`src/rtl/popcnt_spacer.sv`:
```
module popcnt_spacer #(
  parameter int NFIELD = 8,
  parameter int FLEN   = 4
) (
  input  logic                              clk,
  input  logic                              rst,
  input  logic                              start,
  input  logic [NFIELD*FLEN-1:0]            operand,
  output logic                              busy,
  output logic                              done,
  output logic [$clog2(NFIELD*FLEN+1)-1:0]  count
);
  localparam int W  = NFIELD * FLEN;
  localparam int CW = $clog2(W + 1);
  localparam int AW = $clog2(NFIELD + 1);

  function automatic logic [W-1:0] spacer_mask();
    logic [W-1:0] m = '0;
    for (int i = 0; i < NFIELD; i++) m[i*FLEN + FLEN - 1] = 1'b1;
    return m;
  endfunction

  localparam logic [W-1:0] SPC = spacer_mask();

  function automatic logic [CW-1:0] ones(input logic [W-1:0] v);
    logic [CW-1:0] n = '0;
    for (int i = 0; i < NFIELD; i++) n = n + CW'(v[i*FLEN + FLEN - 1]);
    return n;
  endfunction

  logic [W-1:0]  word, prev;
  logic [AW-1:0] act;
  logic [CW-1:0] sum;

  logic [W-1:0]  word_nx, prev_nx;
  logic [AW-1:0] act_nx;
  logic [CW-1:0] sum_nx;

  assign word_nx = word & (word - prev - prev - W'(1));
  assign prev_nx = word_nx & prev;
  assign act_nx  = act - AW'(ones(prev_nx ^ prev));
  assign sum_nx  = sum + CW'(act_nx);

  always_ff @(posedge clk) begin
    if (rst) begin
      busy  <= 1'b0;
      done  <= 1'b0;
      count <= '0;
      word  <= '0;
      prev  <= '0;
      act   <= '0;
      sum   <= '0;
    end else if (!busy) begin
      done <= 1'b0;
      if (start) begin
        word <= operand | SPC;
        prev <= SPC;
        act  <= AW'(NFIELD);
        sum  <= ones(operand & SPC);
        busy <= 1'b1;
      end
    end else begin
      word <= word_nx;
      prev <= prev_nx;
      act  <= act_nx;
      sum  <= sum_nx;
      if (prev_nx == '0) begin
        busy  <= 1'b0;
        done  <= 1'b1;
        count <= sum_nx;
      end
    end
  end

  p_accept_r2: assert property (@(posedge clk) disable iff (rst)
    (start && !busy) |=> busy);
  p_pulse_r5: assert property (@(posedge clk) disable iff (rst)
    done |=> !done);
  p_done_idle_r5: assert property (@(posedge clk) disable iff (rst)
    done |-> !busy);
  p_count_range_r3: assert property (@(posedge clk) disable iff (rst)
    done |-> (count <= CW'(W)));
  p_spacer_fall_r4: assert property (@(posedge clk) disable iff (rst)
    (busy && $past(busy)) |-> ((prev & ~$past(prev)) == '0));
  p_active_drop_r4: assert property (@(posedge clk) disable iff (rst)
    (busy && $past(busy)) |-> (act <= $past(act)));
endmodule

```
`config.mk`:
```
export PLATFORM = sky130hd
export DESIGN_NAME = popcnt_spacer
export DESIGN_NICKNAME = d
export VERILOG_FILES = /design/src/rtl/popcnt_spacer.sv
export SDC_FILE = /design/constraint.sdc
export NUM_CORES = 1
export LEC_CHECK = 0
export ABC_AREA = 1
export BUFFER_PORTS_ARGS = -buffer_cell sky130_fd_sc_hd__buf_2
export CAP_MARGIN = 10
export CORE_MARGIN = 4
export CORE_UTILIZATION = 49
export DETAILED_ROUTE_END_ITERATION = 8
export GPL_TIMING_DRIVEN = 0
export PLACE_DENSITY = 0.67
export SLEW_MARGIN = 10
export SYNTH_ARGS = -nofsm -noshare
export SYNTH_HDL_FRONTEND = slang
export SYNTH_SLANG_ARGS = --single-unit
export TNS_END_PERCENT = 100
```
`constraint.sdc`:
```
create_clock -name clk -period 7.9 [get_ports clk]
set_clock_uncertainty 0.05 [all_clocks]
set_input_delay 1.185 -clock clk [delete_from_list [all_inputs] [get_ports clk]]
set_output_delay 1.185 -clock clk [all_outputs]
set_load 0.03 [all_outputs]
```
# After elaboration in Yosys (flattened, before gate mapping)
# Cells that the tools add are included.
op_classes:
  addsub: 19
  mux: 11
  bitwise: 4
  reduce_logical: 4
ops:
  columns: ["cell", "count"]
  rows:
  - ["2-to-1 mux 32 bit", 4]
  - ["AND 32 bit", 2]
  - ["subtractor 32 bit", 2]
  - ["logical NOT 32 bit", 1]
  - ["subtractor 32 x 1 -> 32 bit, second input constant", 1]
  - ["bitwise XOR 32 bit", 1]
  - ["adder 4 x 1 -> 4 bit", 4]
  - ["adder 6 x 1 -> 6 bit", 2]
  - ["2-to-1 mux 6 bit", 2]
  - ["adder 3 x 1 -> 4 bit", 2]
  - ["2-to-1 mux 4 bit", 2]
  - ["adder 2 x 1 -> 3 bit", 2]
  - ["adder 5 x 1 -> 6 bit", 1]
  - ["adder 6 x 4 -> 6 bit", 1]
  - ["adder 4 x 1 -> 5 bit", 1]
  - ["adder 1 x 1 -> 2 bit", 2]
  - ["subtractor 4 bit", 1]
  - ["2-to-1 mux 1 bit", 3]
  - ["AND reduction 2 bit", 1]
  - ["nonzero test 2 bit", 1]
  - ["OR reduction 2 bit", 1]
  - ["inverter 1 bit", 1]
totals:
  register_bits: 82
  inputBits: 35
  out_inout_bits: 8

# Logic depth before layout (Yosys ltp)
logic_depth:
  ltp_word: 16
  depth_mapped: 37
  mapped_depth_nobuf: 37

# Worst setup path after synthesis
# Ideal clock, no wire load.
synth_path:
  path_kind: "reg2reg"
  startpoint: "register word[0]"
  endpoint: "register count[5]"
  t_arrival_ns: 5.309
  required_time_ns: 7.722
  slack_ns: 2.414
  path_stages_with_launch: 37
  n_path_buf: 0
  synth_period_minus_slack_ns: 5.486
  path_cell_list: "dfxtp_1 > inv_1 > ha_1 > inv_1 > ha_1 > nand2_1 > nand2_1 > nand3_1 > nand2_2 > nand2_1 > nand2_1 > nand2_1 > nand3_1 > nand2_1 > nand2_1 > nand2_1 > inv_1 > fa_1 > inv_1 > fa_1 > fa_1 > inv_1 > fa_1 > inv_1 > ha_1 > nand2_1 > nor2_1 > a211oi_1 > xnor2_1 > ha_1 > inv_1 > o21ai_0 > nand2_1 > xor2_1 > nand4_1 > nand2_1 > nor2_1"
synth_between:
  elab_chain_len: 15
  elab_cells_between_ends: 17
synth_lines:
  columns: ["element", "line_no", "text"]
  rows:
  - ["start, declared", "31", "logic [W-1:0] word, prev;"]
  - ["start signal, assigned", "56", "word <= operand | SPC;"]
  - ["start signal, assigned", "63", "word <= word_nx;"]
  - ["subtractor 32 bit (2 in series)", "39", "assign word_nx = word & (word - prev - prev - W'(1));"]
  - ["subtractor 32 x 1 -> 32 bit", "39", null]
  - ["AND 32 bit *", "39", null]
  - ["AND 32 bit *", "40", "assign prev_nx = word_nx & prev;"]
  - ["bitwise XOR 32 bit", "41", "assign act_nx = act - AW'(ones(prev_nx ^ prev));"]
  - ["adder 1 x 1 -> 2 bit", "27", "for (int i = 0; i < NFIELD; i++) n = n + CW'(v[i*FLEN + FLEN - 1]);"]
  - ["adder 2 x 1 -> 3 bit", "27", null]
  - ["adder 3 x 1 -> 4 bit", "27", null]
  - ["adder 4 x 1 -> 4 bit (4 in series)", "27", null]
  - ["subtractor 4 bit", "41", null]
  - ["adder 6 x 4 -> 6 bit", "42", "assign sum_nx = sum + CW'(act_nx);"]
  - ["end signal, assigned", "70", "count <= sum_nx;"]
  - ["end, declared", "11", "output logic [$clog2(NFIELD*FLEN+1)-1:0] count"]
# Every way passes the cells marked *; elsewhere a longest branch is shown, timed or not.
# A chain may end at the register's enable or synchronous reset.

# Worst setup path after layout
layout_path:
  startpoint: "register prev[7]"
  endpoint: "register count[5]"
layout_between:
  elab_chain_len: 15
  elab_cells_between_ends: 17
layout_lines:
  columns: ["element", "line_no", "text"]
  rows:
  - ["start, declared", "31", null]
  - ["start signal, assigned", "64", "prev <= prev_nx;"]
  - ["subtractor 32 bit (2 in series)", "39", null]
  - ["subtractor 32 x 1 -> 32 bit", "39", null]
  - ["AND 32 bit", "39", null]
  - ["AND 32 bit", "40", null]
  - ["bitwise XOR 32 bit", "41", null]
  - ["adder 1 x 1 -> 2 bit", "27", null]
  - ["adder 2 x 1 -> 3 bit", "27", null]
  - ["adder 3 x 1 -> 4 bit", "27", null]
  - ["adder 4 x 1 -> 4 bit (4 in series)", "27", null]
  - ["subtractor 4 bit", "41", null]
  - ["adder 6 x 4 -> 6 bit", "42", null]
# Parallel ways exist; a longest one is shown, timed or not.

==> results.sh <==
export IMPL_maxSlewHeadroom_pct=42.8
export IMPL_grt_first_pass_wirelength_um=30500
export IMPL_wl_per_cell_um=15.1
export IMPL_coreArea_um2=12800
export IMPL_setup_violations=0
export IMPL_first_pass_iters=7
export IMPL_numCtsBuffers=9
export IMPL_worst_pin_slew_ps=858
export IMPL_postCtsHoldBufs=0
export IMPL_worst_r2r_path_depth=34
export IMPL_final_common_cell="nand2_1"
export IMPL_cts_sinks=82
export IMPL_worstReg2RegEnd="count[5]"
export IMPL_port_buffers=42
export IMPL_yosysWarnings=0
export IMPL_clkPwrFrac_pct=21.0
export IMPL_placed_area_um2=6950
export IMPL_synth_cell_types=43
export IMPL_cts_root_buf="clkbuf_16"
export IMPL_leakagePower_nw=3.81
export IMPL_fin_hold_ws_ps=417
export IMPL_grt_pass1_vias=6129
export IMPL_critPathMaxFanout=5
export IMPL_async_flop_share_pct=0
export IMPL_antenna_found_initial=0
export IMPL_min_to="prev[1]"
export IMPL_cp_top_family="adder cells"
export IMPL_reg2reg_from="prev[7]"
export IMPL_ant_nets=0
export IMPL_maxCapViolCount=0
export IMPL_hp_class="reg -> reg"
export IMPL_n_antenna_cell=0
export IMPL_drtIter0Drc=503
export IMPL_die_h_um=123
export IMPL_gp_congestion=0.962
export IMPL_grt_max_degree=13
export IMPL_min_period_over_period_pct=80.2
export IMPL_avgSynthCellArea_um2=6.28
export IMPL_final_cell_area_um2=7260
export IMPL_syn_num_nets=1131
export IMPL_p_comb_share_pct=56.1
export IMPL_area_growth_syn_to_layout_pct=11.2
export IMPL_die_w_um=123
export IMPL_swShare_pct=45.8
export IMPL_cts_path_max_buffers=2
export IMPL_synth_edf_count=0
export IMPL_synth_seq_area_share_pct=25.1
export IMPL_cpMostUsedCell="nand2_1"
export IMPL_p_sw_uw=995
export IMPL_netlist_area_um2=6530
export IMPL_via_per_inst=5.17
export IMPL_crit_buf_inv=6
export IMPL_worst_setup_path_end_kind="flip-flop"
export IMPL_dieArea_um2=15200
export IMPL_finalHoldViolCount=0
export IMPL_dp_hpwl_um=15200
export IMPL_cts_resized=0
export IMPL_syn_inst=1039
export IMPL_crit_arrival_ps=6500
export IMPL_status="completed"
export IMPL_final_cell_mix="336 x nand2_1, 202 x inv_1, 82 x dfxtp_1, 78 x nor2_1, 50 x nand3_1"
export IMPL_vias=6550
export IMPL_h_tree_depth=3
export IMPL_sequentialPowerShare_pct=22.9
export IMPL_power_density_nw_per_um2=299
export IMPL_worstPathRequired_ps=8070
export IMPL_reg2reg_slack_ps=1570
export IMPL_drv_slew=0
export IMPL_min_period_ps=6330
export IMPL_dp_cells=1253
export IMPL_critical_path_max_stage_delay_ps=540
export IMPL_drt_total_wl_um=19200
export IMPL_worstHoldStart="prev[1]"
export IMPL_fp_row_count=41
export IMPL_startpoint_type="flip-flop"
export IMPL_clock_fmax_mhz=158
export IMPL_crit_type="reg -> reg"
export IMPL_cts_setup_buffers=0
export IMPL_initial_core_util_pct=50.9
export IMPL_insertion_delay_ps=350
export IMPL_drc=0
export IMPL_finalSetupTns_ps=0
export IMPL_pre_cts_ws_ps=1680
export IMPL_path_clk_slew_ps=60
export IMPL_holdPathStages=2
export IMPL_grt_usage_pct=26.3
export IMPL_io_pins=43
export IMPL_grt_remaining_overflow=0
export IMPL_drive_above_1_share_pct=8.86
export IMPL_ir_drop_uv=310
export IMPL_synth_seq_cells=82
export IMPL_ys_flop_type="dfxtp_1"
export IMPL_finalNonFillerCells=1267
export IMPL_rsz0062_at_grt="false"
export IMPL_internal_power_mw=1.18
export IMPL_worst_slack_ps=1570
export IMPL_cpMaxStageDelayCell="fa_1"
export IMPL_nNetsFinal=1184
export IMPL_cts_tree="done"
state kept, by name (all words and copies together) (netlist names):
register	cells
count	6
word	32
act	4
prev	32
done	1
busy	1
sum	6
worst min-delay path, cell delays in order (launching register included):
cell	delay [ps]
dfxtp_1	290
inv_1	70
a211oi_1	50
worst max-delay path by stage:
stage / cells after the start / startpoint / to
after CTS: 34 / prev[7] / count[5]
final: 34 / prev[7] / count[5]
after floorplan: 36 / word[0] / count[5]
after global placement: 34 / prev[7] / count[5]
after detailed placement: 34 / prev[7] / count[5]
after global routing: 34 / prev[7] / count[5]
synthesized netlist by cell type, drive strengths merged (18+ instances only):
cell,count,area [um^2]
a211oi,21,158
a21oi,34,174
a31oi,18,113
dfxtp,82,1640
ha,43,538
inv,205,769
nand2,350,1350
nand3,55,308
nand4,44,275
nor2,86,382
area by class of cell:
type | count | area [um^2]
Buffer | 19 | 78.8
Clock buffer | 11 | 243
Clock inverter | 3 | 65.1
Fill cell | 1350 | 5560
Inverter | 206 | 773
Multi-Input combinational cell | 732 | 4030
Sequential cell | 82 | 1640
Tap cell | 172 | 215
Timing Repair Buffer | 42 | 210
metal layers:
layer / routed length [um] / vias to the layer above / track usage, %
met5: 0 / - / 0
met4: 495 / 0 / 9.76
met3: 1440 / 36 / 4.21
met2: 8480 / 219 / 41.4
met1: 8780 / 2887 / 36.4
li1: - / 3408 / -
power groups by stage:
stage | logic [mW] | clock network, mW | registers (mW)
final | 1.22 | 0.457 | 0.498
after global routing | 1.40 | 0.474 | 0.504
after CTS | 1.22 | 0.458 | 0.497
after detailed placement | 1.20 | 0 | 0.506
after global placement | 1.18 | 0 | 0.504
after floorplan | 0.909 | 0 | 0.521
per-stage QoR:
step                util, %  power, mW
floorplan                 -       1.43
global placement       54.2       1.69
detailed placement     54.2       1.71
CTS                    56.6       2.17
global route           56.6       2.38
finish                 56.6       2.17
kinds of logic after synthesis:
kind of cell	Yosys count	synth area share [%]
AOI/OAI and AO/OA	106	10.3
adders and majority gates	57	12.5
DFF	82	25.1
buffers and inverters	225	13.1
xor gates and xnor gates	8	1.07
and+or+nand+nor	561	37.9
No activity file was read; power rests on OpenSTA's default activity.
